===== src/rtl/scan_pkg.sv =====
package scan_pkg;
  localparam int unsigned FRAME_W   = 16;
  localparam int unsigned HDR_W     = 4;
  localparam int unsigned GPIO_W    = 4;
  localparam int unsigned MODE_HI   = 15;
  localparam int unsigned MODE_LO   = 12;
  localparam int unsigned BIT_PROG  = 11;
  localparam int unsigned BIT_CRST  = 10;
  localparam int unsigned BIT_RANGE = 6;
  localparam int unsigned BIT_PD    = 5;
  localparam int unsigned BIT_HSEL  = 4;

  localparam logic [3:0] MODE_HOLD = 4'b0001;
  localparam logic [3:0] MODE_AUTO = 4'b0010;
  localparam logic [3:0] MODE_ARM  = 4'b1000;
endpackage


===== src/rtl/serial_rx.sv =====
module serial_rx #(
  parameter int unsigned FRAME_W = 16,
  localparam int unsigned CNT_W  = $clog2(FRAME_W)
) (
  input  logic               clk_i,
  input  logic               rst_ni,
  input  logic               frame_ni,
  input  logic               sdi_i,
  input  logic [FRAME_W-1:0] tx_word_i,
  output logic [FRAME_W-1:0] rx_word_o,
  output logic               done_o,
  output logic               sdo_o
);
  logic [CNT_W-1:0]   cnt_q;
  logic [FRAME_W-2:0] shift_q;
  logic [CNT_W-1:0]   tx_idx;

  assign done_o    = !frame_ni && (cnt_q == CNT_W'(FRAME_W - 1));
  assign rx_word_o = {shift_q, sdi_i};
  assign tx_idx    = CNT_W'(FRAME_W - 1) - cnt_q;
  assign sdo_o     = frame_ni ? 1'b0 : tx_word_i[tx_idx];

  always_ff @(posedge clk_i or negedge rst_ni) begin
    if (!rst_ni) begin
      cnt_q   <= '0;
      shift_q <= '0;
    end else if (frame_ni) begin
      cnt_q <= '0;  // short frame dropped
    end else begin
      shift_q <= {shift_q[FRAME_W-3:0], sdi_i};
      cnt_q   <= done_o ? '0 : cnt_q + 1'b1;
    end
  end
endmodule


===== src/rtl/chan_seek.sv =====
module chan_seek #(
  parameter int unsigned N_CH = 16,
  localparam int unsigned CH_W = $clog2(N_CH)
) (
  input  logic [N_CH-1:0] mask_i,
  input  logic [CH_W-1:0] cur_i,
  output logic [CH_W-1:0] first_o,
  output logic [CH_W-1:0] next_o
);
  always_comb begin
    first_o = cur_i;
    for (int i = N_CH - 1; i >= 0; i--) begin
      if (mask_i[i]) first_o = CH_W'(i);
    end
  end

  always_comb begin
    logic found;
    found  = 1'b0;
    next_o = cur_i;
    for (int k = 1; k <= N_CH; k++) begin
      int j;
      j = (int'(cur_i) + k) % N_CH;
      if (!found && mask_i[j]) begin
        next_o = CH_W'(j);
        found  = 1'b1;
      end
    end
  end
endmodule


===== src/rtl/scan_ctrl.sv =====
module scan_ctrl
  import scan_pkg::*;
#(
  parameter int unsigned N_CH   = 16,
  parameter int unsigned DATA_W = 12,
  localparam int unsigned CH_W  = $clog2(N_CH)
) (
  input  logic               clk_i,
  input  logic               rst_ni,
  input  logic               done_i,
  input  logic [FRAME_W-1:0] rx_word_i,
  input  logic [DATA_W-1:0]  adc_data_i,
  input  logic [GPIO_W-1:0]  gpio_dir_i,
  input  logic [GPIO_W-1:0]  gpio_in_i,
  output logic [FRAME_W-1:0] tx_word_o,
  output logic [CH_W-1:0]    mux_sel_o,
  output logic [N_CH-1:0]    mask_o,
  output logic [3:0]         mode_o,
  output logic               range_o,
  output logic               pd_o,
  output logic [GPIO_W-1:0]  gpio_o
);
  logic [3:0]         mode_q;
  logic               armed_q;
  logic [N_CH-1:0]    mask_q;
  logic [CH_W-1:0]    ptr_q, ptr_d;
  logic               range_q, pd_q, hsel_q;
  logic [GPIO_W-1:0]  gpio_q, pin_lvl;
  logic [FRAME_W-1:0] tx_q;
  logic [HDR_W-1:0]   hdr;

  logic [3:0]      cmd_mode;
  logic            is_arm, mask_wr, cmd_wr, load;
  logic [N_CH-1:0] seek_mask;
  logic [CH_W-1:0] first_ch, next_ch;

  assign cmd_mode  = rx_word_i[MODE_HI:MODE_LO];
  assign mask_wr   = armed_q;
  assign is_arm    = !armed_q && (cmd_mode == MODE_ARM);
  assign cmd_wr    = !armed_q && !is_arm;
  assign load      = cmd_wr && rx_word_i[BIT_PROG];
  assign seek_mask = mask_wr ? rx_word_i[N_CH-1:0] : mask_q;

  chan_seek #(.N_CH(N_CH)) u_seek (
    .mask_i  (seek_mask),
    .cur_i   (ptr_q),
    .first_o (first_ch),
    .next_o  (next_ch)
  );

  always_comb begin
    ptr_d = ptr_q;
    if (mask_wr) begin
      if (mode_q == MODE_AUTO) ptr_d = next_ch;
    end else if (cmd_wr && cmd_mode == MODE_AUTO) begin
      if (mode_q != MODE_AUTO || (load && rx_word_i[BIT_CRST])) ptr_d = first_ch;
      else                                                       ptr_d = next_ch;
    end
  end

  for (genvar g = 0; g < GPIO_W; g++) begin : g_pin
    assign pin_lvl[g] = gpio_dir_i[g] ? gpio_q[g] : gpio_in_i[g];
  end

  assign hdr = hsel_q ? HDR_W'(pin_lvl) : HDR_W'(ptr_q);

  always_ff @(posedge clk_i or negedge rst_ni) begin
    if (!rst_ni) begin
      mode_q  <= MODE_HOLD;
      armed_q <= 1'b0;
      mask_q  <= '0;
      ptr_q   <= '0;
      range_q <= 1'b0;
      pd_q    <= 1'b0;
      hsel_q  <= 1'b0;
      gpio_q  <= '0;
      tx_q    <= '0;
    end else if (done_i) begin
      armed_q <= is_arm;
      ptr_q   <= ptr_d;
      tx_q    <= {hdr, adc_data_i};
      if (mask_wr) mask_q <= rx_word_i[N_CH-1:0];
      if (cmd_wr)  mode_q <= cmd_mode;
      if (load) begin
        range_q <= rx_word_i[BIT_RANGE];
        pd_q    <= rx_word_i[BIT_PD];
        hsel_q  <= rx_word_i[BIT_HSEL];
        gpio_q  <= (gpio_q & ~gpio_dir_i) | (rx_word_i[GPIO_W-1:0] & gpio_dir_i);
      end
    end
  end

  assign tx_word_o = tx_q;
  assign mux_sel_o = ptr_q;
  assign mask_o    = mask_q;
  assign mode_o    = mode_q;
  assign range_o   = range_q;
  assign pd_o      = pd_q;
  assign gpio_o    = gpio_q;
endmodule


===== src/rtl/scan_seq.sv =====
module scan_seq
  import scan_pkg::*;
#(
  parameter int unsigned N_CH   = 16,
  parameter int unsigned DATA_W = 12,
  localparam int unsigned CH_W  = $clog2(N_CH)
) (
  input  logic              clk_i,
  input  logic              rst_ni,
  input  logic              frame_ni,
  input  logic              sdi_i,
  output logic              sdo_o,
  input  logic [DATA_W-1:0] adc_data_i,
  input  logic [GPIO_W-1:0] gpio_dir_i,
  input  logic [GPIO_W-1:0] gpio_in_i,
  output logic [GPIO_W-1:0] gpio_o,
  output logic [CH_W-1:0]   mux_sel_o,
  output logic [3:0]        mode_o,
  output logic              range_x2_o,
  output logic              pwr_down_o
);
  logic               frame_done;
  logic [FRAME_W-1:0] rx_word, tx_word;
  logic [N_CH-1:0]    chan_mask;

  serial_rx #(.FRAME_W(FRAME_W)) u_rx (
    .clk_i     (clk_i),
    .rst_ni    (rst_ni),
    .frame_ni  (frame_ni),
    .sdi_i     (sdi_i),
    .tx_word_i (tx_word),
    .rx_word_o (rx_word),
    .done_o    (frame_done),
    .sdo_o     (sdo_o)
  );

  scan_ctrl #(.N_CH(N_CH), .DATA_W(DATA_W)) u_ctrl (
    .clk_i      (clk_i),
    .rst_ni     (rst_ni),
    .done_i     (frame_done),
    .rx_word_i  (rx_word),
    .adc_data_i (adc_data_i),
    .gpio_dir_i (gpio_dir_i),
    .gpio_in_i  (gpio_in_i),
    .tx_word_o  (tx_word),
    .mux_sel_o  (mux_sel_o),
    .mask_o     (chan_mask),
    .mode_o     (mode_o),
    .range_o    (range_x2_o),
    .pd_o       (pwr_down_o),
    .gpio_o     (gpio_o)
  );
endmodule


===== config.mk =====
export PLATFORM = sky130hd
export DESIGN_NAME = scan_seq
export DESIGN_NICKNAME = d
export VERILOG_FILES = /design/src/rtl/scan_pkg.sv /design/src/rtl/serial_rx.sv /design/src/rtl/chan_seek.sv /design/src/rtl/scan_ctrl.sv /design/src/rtl/scan_seq.sv
export SDC_FILE = /design/constraint.sdc
export NUM_CORES = 1
export LEC_CHECK = 0
export ABC_AREA = 1
export ABC_CLOCK_PERIOD_IN_PS = 3450
export CAP_MARGIN = 20
export CELL_PAD_IN_SITES_DETAIL_PLACEMENT = 1
export CELL_PAD_IN_SITES_GLOBAL_PLACEMENT = 2
export CORE_ASPECT_RATIO = 1.1
export CORE_MARGIN = 2
export CORE_UTILIZATION = 29
export CTS_CLUSTER_SIZE = 8
export DETAILED_ROUTE_END_ITERATION = 10
export MAX_ROUTING_LAYER = met4
export PLACE_DENSITY_LB_ADDON = 0.1
export SYNTH_ARGS = -nofsm -noshare
export SYNTH_HDL_FRONTEND = slang
export SYNTH_HIERARCHICAL = 1
export SYNTH_SLANG_ARGS = --single-unit

===== constraint.sdc =====
create_clock -name clk_i -period 3.45 [get_ports clk_i]
set_input_delay 0.5175 -clock clk_i [delete_from_list [all_inputs] [get_ports clk_i]]
set_output_delay 0.5175 -clock clk_i [all_outputs]
set_load 0.05 [all_outputs]

## After elaboration in Yosys (flattened, before gate mapping)

Cells that the tools add are included.

| storage, ports and cells | value |
|---|---|
| register bits after elaboration | 67 |
| word-level logic and storage cells | 195 |

| cells by class | value |
|---|---|
| add/sub/neg operators | 18 |
| $lt $le $gt $ge | 17 |
| eq/ne operators | 7 |
| multiplexer cells | 94 |
| bitwise logic cells | 4 |
| reductions and logical operators | 44 |

Operators by type and width:

| cell | number |
|---|---|
| two-way mux 4 bit | 39 |
| less-than comparator 4 x 5 -> 1 bit (second input constant) | 17 |
| binary-select mux 1 bit (select 4 bit) | 17 |
| two-way mux 1 bit | 37 |
| adder 4 bit (second input constant) | 8 |
| logical AND 1 bit | 21 |
| zero test 1 bit | 18 |
| inequality test 18 x 17 -> 1 bit (second input constant) | 1 |
| adder 4 x 3 -> 4 bit (second input constant) | 4 |
| two-way mux 16 bit | 1 |
| adder 4 x 1 -> 4 bit (second input constant) | 3 |
| adder 4 x 2 -> 4 bit (second input constant) | 2 |
| AND 4 bit | 2 |
| == test 4 x 2 -> 1 bit (second input constant) | 2 |
| == test 4 bit (second input constant) | 2 |
| inequality test 4 x 2 -> 1 bit (second input constant) | 1 |
| NOT 4 bit | 1 |
| OR 4 bit | 1 |
| AND reduction 2 bit | 2 |
| AND reduction 4 bit | 1 |
| subtractor 4 bit (first input constant) | 1 |
| inequality test 2 bit (second input constant) | 1 |
| nonzero test 2 bit | 1 |
| logical OR 1 bit | 1 |

## Longest topological paths before layout

Gate-level depths: netlist of run 1.

| depth | value |
|---|---|
| depth in word-level cells | 52 |
| gate-level depth with buffers | 34 |
| gate-level depth less buffers | 32 |

## Modules after synthesis

Netlist of run 1, hierarchy kept.

By module, submodules not included:

| module | instances | cells an instance | area each (um^2) |
|---|---|---|---|
| scan_ctrl | 1 | 280 | 2214.6 |
| chan_seek | 1 | 393 | 1926.8 |
| serial_rx | 1 | 127 | 934.6 |

## Least setup slack after synthesis of run 1

No wires, ideal clock.

| path | value |
|---|---|
| kind | register to register |
| start point | register u_ctrl.ptr_q[0], in the netlist u_ctrl/mux_sel_o[0] |
| end point | register u_ctrl.ptr_q[2], in the netlist u_ctrl/mux_sel_o[2] |
| setup time | 66 ps |
| arrival | 3546 ps |
| required time | 3384 ps |
| setup slack | -163 ps |
| stages on the path, launching flop included | 30 |
| buffers on the path | 2 |
| cell sequence | dfrtp_1 > inv_2 > buf_6 > ha_1 > inv_1 > buf_2 > nand3_1 > nand3_1 > nand2_1 > nand2_1 > nand2_2 > inv_2 > nand4_4 > nor2_4 > nand2_2 > nor2_4 > nand2_2 > nor2_4 > nand2_2 > nor2_4 > nand2_2 > nor2_4 > nand2_1 > o21ai_1 > inv_1 > a21oi_1 > inv_1 > nand2_1 > nand3_1 > nand2_1 |

| on the way | value |
|---|---|
| word-level cells in the longest chain between the ends | 52 |
| elaborated cells on any way between the ends | 113 |
| those cells by class | 16 x add/sub; 67 x mux; 30 x reduce/logical |

RTL lines:

| item | line | RTL |
|---|---|---|
| start: declaration | scan_ctrl.sv:26 | `logic [CH_W-1:0] ptr_q, ptr_d;` |
| start signal: assignment | scan_ctrl.sv:80 | `ptr_q <= ptr_d;` |
| adder 4 x 1 -> 4 bit | chan_seek.sv:23 | `j = (int'(cur_i) + k) % N_CH;` |
| binary-select mux 1 bit (select 4 bit) | chan_seek.sv:24 | `if (!found && mask_i[j]) begin` |
| two-way mux 1 bit (not written as such) | chan_seek.sv:24 |  |
| two-way mux 1 bit | chan_seek.sv:24 |  |
| zero test 1 bit | chan_seek.sv:24 |  |
| logical AND 1 bit | chan_seek.sv:24 |  |
| two-way mux 1 bit | chan_seek.sv:24 |  |
| zero test 1 bit | chan_seek.sv:24 |  |
| [... 37 more ...] | n/a |  |
| two-way mux 1 bit | chan_seek.sv:24 |  |
| zero test 1 bit | chan_seek.sv:24 |  |
| logical AND 1 bit | chan_seek.sv:24 |  |
| two-way mux 4 bit * | chan_seek.sv:24 |  |
| net u_ctrl.next_ch[2] | scan_ctrl.sv:35 | `logic [CH_W-1:0] first_ch, next_ch;` |
| two-way mux 4 bit | scan_ctrl.sv:56 | `if (mode_q != MODE_AUTO \|\| (load && rx_word_i[BIT_CRST])) ptr_d = first_ch;` |
| two-way mux 4 bit | scan_ctrl.sv:55 | `end else if (cmd_wr && cmd_mode == MODE_AUTO) begin` |
| two-way mux 4 bit * | scan_ctrl.sv:53 | `if (mask_wr) begin` |

The timed path passes the listed nets; every way through them passes the cells marked *. The select of a mux whose other input is x is not followed.
A chain may end at the register's enable or synchronous reset.

## Final worst setup path of run 1

| path | value |
|---|---|
| start point | register u_ctrl.ptr_q[1], in the netlist u_ctrl/mux_sel_o[1] |
| end point | register u_ctrl.ptr_q[0], in the netlist u_ctrl/mux_sel_o[0] |

Same word-level chain as after synthesis.

==> results.json, run 1 <==
{
  "vias": 5569,
  "finish.instance_area_um2": 7190,
  "hold_violations": 0,
  "worstPathArrival_ns": 3.60,
  "ctsHtreeMaxLevel": 3,
  "critPathMaxFanout": 6,
  "syn_nets": 833,
  "period_share_pct": 96.6,
  "ioPinCount": 39,
  "viasPerCell": 4.86,
  "routedWlPerCell_um": 16.3,
  "critical_path_required_ns": 3.72,
  "synthDistinctLibCells": 36,
  "endpoint_kind": "flip-flop",
  "groute.usage.overall_pct": 20.7,
  "cts.sinks": 67,
  "dp_cells": 1106,
  "dp_hpwl_mm": 14.3,
  "die-area_um2": 18600,
  "whs_ns": 0.135,
  "final_cells": 1147,
  "cts_made_buffers": 9,
  "path_buf_inv": 4,
  "num_rows": 50,
  "placed_area_um2": 6060,
  "syn-cell-area_um2": 5080,
  "met1Wirelength_mm": 7.98,
  "fillers": 2167,
  "antenna_violating_nets_post_route": 0,
  "grt_overflow": 0,
  "cpLargestDelayFamily": "simple AND/OR/NAND/NOR gates",
  "worst_pin_slew_ns": 0.594,
  "reg2reg_depth": 26,
  "drive_above_1_share_pct": 27.8,
  "startpoint_type": "flip-flop",
  "grt_pass1_vias": 5714,
  "num_antenna_cells": 0,
  "io_buffers": 38,
  "reg2reg_from": "u_ctrl/mux_sel_o[1]",
  "grt_pass1_wl_mm": 29.2,
  "syn_to_final_growth_pct": 41.6,
  "wl_met2_mm": 9.82,
  "timing.rr.end": "u_ctrl/mux_sel_o[0]",
  "slowest_stage": "dfrtp_2",
  "run_status": "finished, final reports clean",
  "root_buffer": "clkbuf_16",
  "first_iter_violations": 272,
  "skew_ns": 0.0111,
  "rsz0062_at_grt": "yes",
  "initial_core_util_pct": 29.7,
  "grt_max_degree": 39,
  "drc_errors": 0,
  "fp.dieH_um": 143,
  "critPathMaxStageDelay_ns": 0.42,
  "max_cap_violations": 0,
  "die_w_um": 130,
  "ys_ff_latch": 67,
  "fmax_ghz": 0.300,
  "gp_congestion": 0.877,
  "antenna_found_initial": 0,
  "core_area_um2": 17100,
  "syn_inst": 800,
  "wl_met3_um": 381,
  "cts_tree": "yes",
  "rrSetupSlack_ns": 0.12,
  "finalSetupViolCount": 0,
  "design_power_total_mw": 2.35,
  "yosysWarnings": 6,
  "powerDensity_nw_per_um2": 326,
  "drt_wl_total_mm": 18.8,
  "power_leakage_nw": 3.46,
  "timing.critical_path.mode_cell": "nand2_2",
  "min_period_ns": 3.33,
  "clkTransAtPathRegs_ns": 0.06,
  "ys_seq_area_share_pct": 33.1,
  "synth.avg_cell_area_um2": 6.35,
  "holdCritPathClass": "in2async",
  "nNetsFinal": 941,
  "cts_buffer_depth": 2,
  "finalSetupTns_ns": 0,
  "path_class": "reg2reg",
  "slew_violations": 0,
  "dr.pass1.iters": 4,
  "ir_drop_mv": 0.261,
  "clk_latency_ns": 0.33,
  "relSlewSlack_pct": 60.0,
  "top_layer_used": "met4"
}
## logic make-up after synthesis
kind of cell	after synthesis	synth area share [%]
compound gates	109	11.2
xor+xnor	10	2.32
fa+ha+maj	9	2.22
buf+inv	130	10.8
flops	67	33.1
simple gates	475	40.4
## through the flow
step | utilization (%) | setup slack (ns)
after floorplan | - | 0.0452
after global placement | 35.5 | -0.185
after detailed placement | 35.5 | -0.229
after CTS | 37.1 | 0.00962
after global routing | 42.1 | -0.112
final | 42.1 | 0.117
## placed cells by master, fill, tap and decap left out, types with 27 or more instances in the layout
master	n
clkdlybuf4s50_1	37
dfrtp_1	63
a21oi_1	27
o21ai_0	46
inv_1	89
nand3_1	61
nand3_2	42
nand2_1	262
nor2_1	35
nand2_2	40
buf_4	77
## registers in the layout, summed over array words and instances (netlist names), named ones only
| name | flops |
|---|---|
| u_ctrl/mask_o | 16 |
| u_ctrl/mode_o | 4 |
| u_ctrl/mux_sel_o | 4 |
| u_ctrl/pd_o | 1 |
| u_rx/shift_q | 15 |
| u_ctrl/armed_q | 1 |
| u_ctrl/tx_word_o | 16 |
| u_ctrl/range_o | 1 |
| u_rx/cnt_q | 4 |
| u_ctrl/hsel_q | 1 |
## timing repair
action | in CTS | in global routing
setup buffers | 0 | 22
hold buffers | 0 | 0
endpoints found under the setup margin | 4 | 4
pin swaps | 0 | 39
gates cloned | 0 | 3
resized for setup | 7 | 156
hold endpoints to repair | 0 | 0
## cell usage after synthesis
master	count	area, µm²
nand2_1	300	1130
nand3_1	107	536
inv_1	96	360
dfrtp_1	66	1650
o21ai_0	62	310
nor2_1	37	139
a21oi_1	27	135
o21ai_1	12	60.1
buf_2	10	50.1
ha_1	9	113
nand2_2	8	50.1
inv_2	7	26.3
nor3_1	7	35.0
buf_4	6	45.0
clkbuf_1	6	22.5
nor2_4	6	67.6
xor2_1	6	52.6
nand4_1	4	25.0
buf_6	3	33.8
xor2_2	3	48.8
a31oi_1	2	12.5
nor4_1	2	12.5
a21boi_0	1	7.51
a311oi_1	1	8.76
clkinv_1	1	3.75
dfstp_2	1	26.3
inv_4	1	6.26
nand2_4	1	11.3
nand3_2	1	10.0
nand4_4	1	21.3
nor2_8	1	20.0
o2111ai_1	1	8.76
o21ai_2	1	8.76
o21bai_1	1	7.51
o31ai_1	1	7.51
xnor2_2	1	16.3
## how the worst max path moves through the flow
| stage | cells after the start | endpoint | start | slack, ns |
|---|---|---|---|---|
| floorplan | 29 | u_ctrl/mux_sel_o[2] | u_ctrl/mux_sel_o[0] | 0.05 |
| finish | 26 | u_ctrl/mux_sel_o[0] | u_ctrl/mux_sel_o[1] | 0.12 |
| detailed placement | 28 | u_ctrl/mux_sel_o[2] | sdi_i | -0.23 |
| global placement | 27 | u_ctrl/mux_sel_o[2] | sdi_i | -0.18 |
| global route | 26 | u_ctrl/mux_sel_o[0] | u_ctrl/mux_sel_o[1] | -0.11 |
| CTS | 29 | u_ctrl/mux_sel_o[3] | u_ctrl/armed_q | 0.01 |
## metal layers
metal	GRT usage, %	up-vias
met2	36.6	85
met3	1.69	37
met4	6.90	0
met5	-	-
li1	-	2754
met1	24.7	2693
## worst reg2reg max path, stage by stage, from the launching register on
cell,delay [ns]
dfrtp_2,0.42
inv_4,0.07
ha_4,0.34
buf_12,0.15
nand3_4,0.08
nand3_2,0.09
nand2_2,0.07
nand2_2,0.10
nand2_4,0.08
inv_4,0.06
nand4_4,0.08
nor2_4,0.14
nand2_2,0.07
nor2_4,0.14
nand2_2,0.07
nor2_4,0.13
nand2_2,0.08
nor2_4,0.14
nand2_2,0.10
nor2_4,0.18
nand3_4,0.13
nand4_1,0.15
xor2_1,0.15
inv_1,0.05
nand2_1,0.06
nand3_1,0.06
nand2_1,0.08
## report_power, final
| group | internal [mW] | leakage, nW | switching, mW |
|---|---|---|---|
| Combinational | 0.241 | 2.44 | 0.376 |
| Sequential | 0.826 | 0.885 | 0.0402 |
| Clock | 0.523 | 0.135 | 0.340 |
## layout make-up
class                   count  area [µm²]  share of cell area [%]
clock buffers              12         256                    3.57
clock inverters             4        25.0                   0.348
inverters                 105         409                    5.69
multi-input cells         603        3430                    47.7
flip-flops and latches     67        1680                    23.4
well taps                 234         293                    4.07
repair buffers            122        1090                    15.2
(Power assumes the default switching activity.)
==> run 2: changes to the inputs <==
--- a/config.mk
+++ b/config.mk
@@ -6,17 +6,17 @@
 export NUM_CORES = 1
 export LEC_CHECK = 0
 export ABC_AREA = 1
-export ABC_CLOCK_PERIOD_IN_PS = 3450
+export ABC_CLOCK_PERIOD_IN_PS = 3120
 export CAP_MARGIN = 20
 export CELL_PAD_IN_SITES_DETAIL_PLACEMENT = 1
 export CELL_PAD_IN_SITES_GLOBAL_PLACEMENT = 2
 export CORE_ASPECT_RATIO = 1.1
 export CORE_MARGIN = 2
-export CORE_UTILIZATION = 29
+export CORE_UTILIZATION = 32
 export CTS_CLUSTER_SIZE = 8
 export DETAILED_ROUTE_END_ITERATION = 10
 export MAX_ROUTING_LAYER = met4
-export PLACE_DENSITY_LB_ADDON = 0.1
+export PLACE_DENSITY_LB_ADDON = 0.05
 export SYNTH_ARGS = -nofsm -noshare
 export SYNTH_HDL_FRONTEND = slang
 export SYNTH_HIERARCHICAL = 1
==> constraint.sdc (replaced) <==
create_clock -name clk_i -period 3.12 [get_ports clk_i]
set_input_delay 0.468 -clock clk_i [delete_from_list [all_inputs] [get_ports clk_i]]
set_output_delay 0.468 -clock clk_i [all_outputs]
set_load 0.05 [all_outputs]
==> run 2 against run 1 <==
Against the previous run: highest routed layer unchanged; final area increased by 4.2%; critical path type unchanged; final cell count increased by 2.3%; maximum frequency about the same; the run now ends with setup timing left; via count increased by 5.6%; global-route usage increased by 4.6 points.
==> results.json, run 2 (synthesis results as in run 1) <==
{
  "run_status": "finished, violations left",
  "violations": "setup timing",
  "layout_commonest_cell": "nand2_1",
  "io_buffers": 38,
  "drc_errors": 0,
  "dr.pass1.iters": 4,
  "gp_congestion": 0.895,
  "max_cap_violations": 0,
  "nNetsFinal": 1001,
  "clkTransAtPathRegs_ns": 0.06,
  "min_period_ns": 3.34,
  "powerDensity_nw_per_um2": 361,
  "viasPerCell": 5.01,
  "holdCritPathClass": "in2async",
  "setup_slack_ns": -0.216,
  "endpoint_kind": "flip-flop",
  "groute.usage.overall_pct": 25.3,
  "antenna_violating_nets_post_route": 0,
  "clk_latency_ns": 0.33,
  "post-place-ws_ns": -0.593,
  "period_share_pct": 107,
  "finalSetupTns_ns": -0.720,
  "syn_to_final_growth_pct": 47.6,
  "die-area_um2": 16900,
  "slew_violations": 0,
  "cts-hold-fix-buffers": 0,
  "core_area_um2": 15600,
  "grt_pass1_vias": 6452,
  "relSlewSlack_pct": 55.9,
  "antenna_found_initial": 0,
  "root_buffer": "clkbuf_16",
  "rsz0062_at_grt": "yes",
  "dp_hpwl_mm": 14.9,
  "cts.sinks": 67,
  "cts_buffer_depth": 2,
  "worstPathArrival_ns": 3.61,
  "path_class": "reg2reg",
  "num_rows": 48,
  "first_iter_violations": 169,
  "drive_above_1_share_pct": 29.4,
  "whs_ns": 0.163,
  "startpoint_type": "flip-flop",
  "critPathMaxStageDelay_ns": 0.40,
  "met1_usage_pct": 27.8,
  "power_leakage_nw": 3.76,
  "grt_overflow": 0,
  "critPathMaxFanout": 6,
  "gr-usage-met2_pct": 44.9,
  "initial_core_util_pct": 32.5,
  "num_antenna_cells": 0,
  "final_cell_mix": "272 x nand2_1, 136 x buf_4, 91 x inv_1, 74 x nand3_1, 63 x dfrtp_1",
  "worst_pin_slew_ns": 0.661,
  "routedWlPerCell_um": 16.7,
  "ctsHtreeMaxLevel": 3,
  "die_w_um": 124,
  "dp_cells": 1126,
  "finish.instance_area_um2": 7490,
  "critical_path_required_ns": 3.39,
  "ir_drop_mv": 0.276,
  "cts_made_buffers": 9,
  "grt_max_degree": 33,
  "slowest_stage": "dfrtp_1",
  "fmax_ghz": 0.300,
  "gr-max-usage-layer": "met2",
  "final_cells": 1173,
  "fillers": 2033,
  "use_met3_pct": 2.81,
  "cts_tree": "yes",
  "drt_wl_total_mm": 19.6,
  "fp.dieH_um": 136,
  "vias": 5882,
  "ioPinCount": 39,
  "grt_pass1_wl_mm": 32.2,
  "placed_area_um2": 6480,
  "finalSetupViolCount": 4,
  "skew_ns": 0.00563,
  "timing.critical_path.mode_cell": "nand2_2",
  "hold_violations": 0
}
-- run 2: final cells by class --
class                      count  area (µm²)  share of cell area [%]
clock inverter                 4        25.0                   0.334
timing repair buffer         182        1560                    20.9
clock buffer                  12         256                    3.42
tap                          200         250                    3.34
multi-input combinational    603        3300                    44.0
inverter                     105         412                    5.49
sequential                    67        1690                    22.5
-- run 2: report_power, final --
part / internal [mW] / switching, mW
Clock: 0.579 / 0.388
Combinational: 0.339 / 0.448
Sequential: 0.913 / 0.0352
Total: 1.83 / 0.872
-- run 2: worst max-delay path: cells and delay by family (launching register included) --
kind | cells | cell delay, ns
and+or+nand+nor | 22 | 2.11
buffers and inverters | 5 | 0.52
AOI/OAI and AO/OA | 1 | 0.07
DFF | 1 | 0.40
xor gates and xnor gates | 1 | 0.17
-- run 2: stage by stage --
step	utilization, %	power (mW)
2_1_floorplan	-	1.34
3_3_place_gp	41.5	1.62
3_5_place_dp	41.5	1.65
4_1_cts	47.9	2.72
5_1_grt	48.0	2.85
6_report	48.0	2.70
-- run 2: path summary, 6_finish.rpt --
kind | startpoint | end | slack [ns] | cells after the start
max in group asynchronous | rst_ni | u_ctrl/mask_o[11] | 2.29 | 2
setup / recovery | u_ctrl/armed_q | u_ctrl/mux_sel_o[0] | -0.22 | 29
min in group clk_i | u_ctrl/tx_word_o[3] | u_ctrl/tx_word_o[3] | 0.48 | 2
setup reg to reg | u_ctrl/armed_q | u_ctrl/mux_sel_o[0] | -0.22 | 29
hold / removal | rst_ni | u_ctrl/mode_o[2] | 0.16 | 1
hold reg to reg | u_ctrl/tx_word_o[3] | u_ctrl/tx_word_o[3] | 0.48 | 2
-- run 2: timing repair --
| action | in CTS | in global routing |
|---|---|---|
| gates resized for setup | 124 | 2 |
| endpoints found under the setup margin | 4 | 4 |
| gates cloned | 3 | 0 |
| setup buffers | 29 | 0 |
| pin swaps | 18 | 1 |
-- run 2: layer usage --
metal / wire (µm) / share of wire, % / up-vias
met1: 7750 / 40 / 2863
li1: - / - / 2869
met3: 484 / 2.5 / 43
met4: 829 / 4.2 / 0
met5: 0 / 0 / -
met2: 10500 / 54 / 107
==> run 3: changes to the inputs <==
--- a/config.mk
+++ b/config.mk
@@ -21,3 +21,4 @@
 export SYNTH_HDL_FRONTEND = slang
 export SYNTH_HIERARCHICAL = 1
 export SYNTH_SLANG_ARGS = --single-unit
+export TNS_END_PERCENT = 5
==> run 3 against run 2 <==
Against the previous run: the flow still finishes with violations (setup timing); sequential power barely moved; clock power down 3.9%; clock skew rose by 0.0048 ns; final area down 5.0%; largest cell class unchanged; highest routed layer unchanged.
==> results.json, run 3 (synthesis results as in run 1) <==
{
  "worstPathArrival_ns": 3.47,
  "hold_violations": 0,
  "path_class": "reg2reg",
  "layout_commonest_cell": "nand2_1",
  "clkTransAtPathRegs_ns": 0.06,
  "max_cap_violations": 0,
  "power.internal_mw": 1.78,
  "num_antenna_cells": 0,
  "p_switching_mw": 0.834,
  "period_share_pct": 104,
  "min_period_ns": 3.25,
  "clk_latency_ns": 0.34,
  "timing.critical_path.mode_cell": "nand2_1",
  "antenna_found_initial": 0,
  "design_power_total_mw": 2.61,
  "root_buffer": "clkbuf_16",
  "num_rows": 48,
  "seqPwrFrac_pct": 36.4,
  "viasPerCell": 4.93,
  "drt_wl_total_mm": 18.7,
  "cts_buffer_depth": 2,
  "power_leakage_nw": 3.53,
  "initial_core_util_pct": 32.5,
  "die-area_um2": 16900,
  "ioPinCount": 39,
  "antenna_violating_nets_post_route": 0,
  "dr.pass1.iters": 5,
  "fmax_ghz": 0.308,
  "skew_ns": 0.0104,
  "final_cells": 1143,
  "p_comb_share_pct": 28.0,
  "first_iter_violations": 156,
  "gp_congestion": 0.895,
  "ctsHtreeMaxLevel": 3,
  "netSwitchingFraction_pct": 31.9,
  "core_area_um2": 15600,
  "critPathMaxStageDelay_ns": 0.46,
  "groute.usage.overall_pct": 23.9,
  "endpoint_kind": "flip-flop",
  "grt_pass1_wl_mm": 30.1,
  "nNetsFinal": 971,
  "dp_hpwl_mm": 14.3,
  "setup_slack_ns": -0.130,
  "holdCritPathClass": "in2async",
  "multi_input_area_um2": 3190,
  "dp_cells": 1109,
  "drc_errors": 0,
  "finalSetupViolCount": 4,
  "fillers": 2057,
  "io_buffers": 38,
  "critical_path_required_ns": 3.34,
  "seqCellArea_um2": 1690,
  "violations": "setup timing",
  "cts.sinks": 67,
  "finalSetupTns_ns": -0.372,
  "p_clk_share_pct": 35.6,
  "run_status": "finished, violations left",
  "syn_to_final_growth_pct": 40.3,
  "critPathMaxFanout": 5,
  "post-place-ws_ns": -0.455,
  "crit_path_cell_trace": "inv_4 -> buf_4 -> ha_1 -> inv_1 -> nand3_2 -> nand2_1 -> inv_1 -> o21ai_0 -> inv_1 -> nand2_2 -> nor2_4 -> buf_4 -> nand2_2 -> o21ai_1 -> inv_1 -> nand2_1 -> nand3_1 -> nand3_1 -> nand2_1 -> nand2_1 -> inv_1 -> nand2_1 -> nand3_1 -> nand2_1",
  "worst_pin_slew_ns": 0.889,
  "die_w_um": 124,
  "grt_pass1_vias": 5944,
  "fp.dieH_um": 136,
  "powerDensity_nw_per_um2": 367,
  "drive_above_1_share_pct": 25.5,
  "slowest_stage": "o21ai_0",
  "vias": 5630,
  "ir_drop_mv": 0.289,
  "routedWlPerCell_um": 16.4,
  "grt_max_degree": 68,
  "startpoint_type": "flip-flop",
  "final_cell_mix": "280 x nand2_1, 108 x buf_4, 94 x inv_1, 75 x nand3_1, 63 x dfrtp_1",
  "cts_tree": "yes",
  "grt_overflow": 0,
  "cts_made_buffers": 9,
  "relSlewSlack_pct": 40.7,
  "slew_violations": 0,
  "rsz0062_at_grt": "yes"
}
==> run 3: changes by cell type in the layout (fill, tap and decap cells not counted), moves of 2 or more <==
cell	change
inv_4	+2
buf_16	-2
inv_2	-4
nor2_1	-2
o21ai_4	-5
nand2_4	-5
ha_1	+2
o21ai_1	+4
buf_4	-28
inv_1	+3
nand2_2	-3
nand2_1	+8
nor2_2	+2
==> run 3: worst max-delay path: cells and delay by family, from the launching register on <==
family                     cells  cell delay, ns
and+or+nand+nor               13            0.91
buffers and inverters          8            0.90
AOI/OAI and AO/OA              2            0.53
DFF                            1            0.45
adders and majority gates      1            0.33
==> run 3: stage by stage <==
stage | hold slack, ns | instance area [µm²] | util [%]
3_5_place_dp | 0.463 | 6330 | 40.5
5_1_grt | 0.414 | 7120 | 45.6
2_1_floorplan | 0.172 | 5120 | -
3_3_place_gp | 0.456 | 6330 | 40.5
4_1_cts | 0.372 | 7010 | 44.9
6_report | 0.326 | 7120 | 45.6
==> run 3: worst paths after layout <==
kind / endpoint / depth (start not counted) / slack [ns] / startpoint
worst max-delay path: u_ctrl/mux_sel_o[3] / 24 / -0.13 / u_ctrl/mux_sel_o[1]
worst min-delay path: u_ctrl/pd_o / 2 / 0.33 / rst_ni
worst max register to register: u_ctrl/mux_sel_o[3] / 24 / -0.13 / u_ctrl/mux_sel_o[1]
worst min register to register: u_ctrl/tx_word_o[3] / 2 / 0.47 / u_ctrl/tx_word_o[3]
max in group asynchronous: u_ctrl/mux_sel_o[1] / 2 / 2.09 / rst_ni
min in group clk_i: u_ctrl/tx_word_o[3] / 2 / 0.47 / u_ctrl/tx_word_o[3]
==> run 3: power by group through the flow <==
stage,clock network (mW),logic (mW),registers (mW)
2_1_floorplan,0,0.379,0.955
3_3_place_gp,0,0.627,0.963
3_5_place_dp,0,0.644,0.965
4_1_cts,0.955,0.721,0.951
5_1_grt,0.990,0.820,0.957
6_report,0.929,0.731,0.950
==> run 3: layout make-up <==
| cell class | instances | share of cell area (%) |
|---|---|---|
| multi-input combinational | 603 | 44.8 |
| sequential | 67 | 23.7 |
| timing repair buffer | 152 | 18.4 |
| clock buffer | 11 | 3.41 |
| tap | 200 | 3.51 |
| clock inverter | 5 | 0.422 |
| inverter | 105 | 5.74 |
==> run 3: what timing repair did <==
action,CTS,global route
resized for setup,78,23
pin swaps,26,11
hold buffers,0,0
cloned,2,0
endpoints found under the setup margin,4,4
buffers inserted,13,3
==> run 3: layer usage <==
layer / share of wire (%) / wire [µm] / track usage, %
met1: 42 / 7880 / 27.9
met2: 52 / 9700 / 41.9
met3: 2.1 / 384 / 2.43
met4: 3.9 / 728 / 9.49
met5: 0 / 0 / -
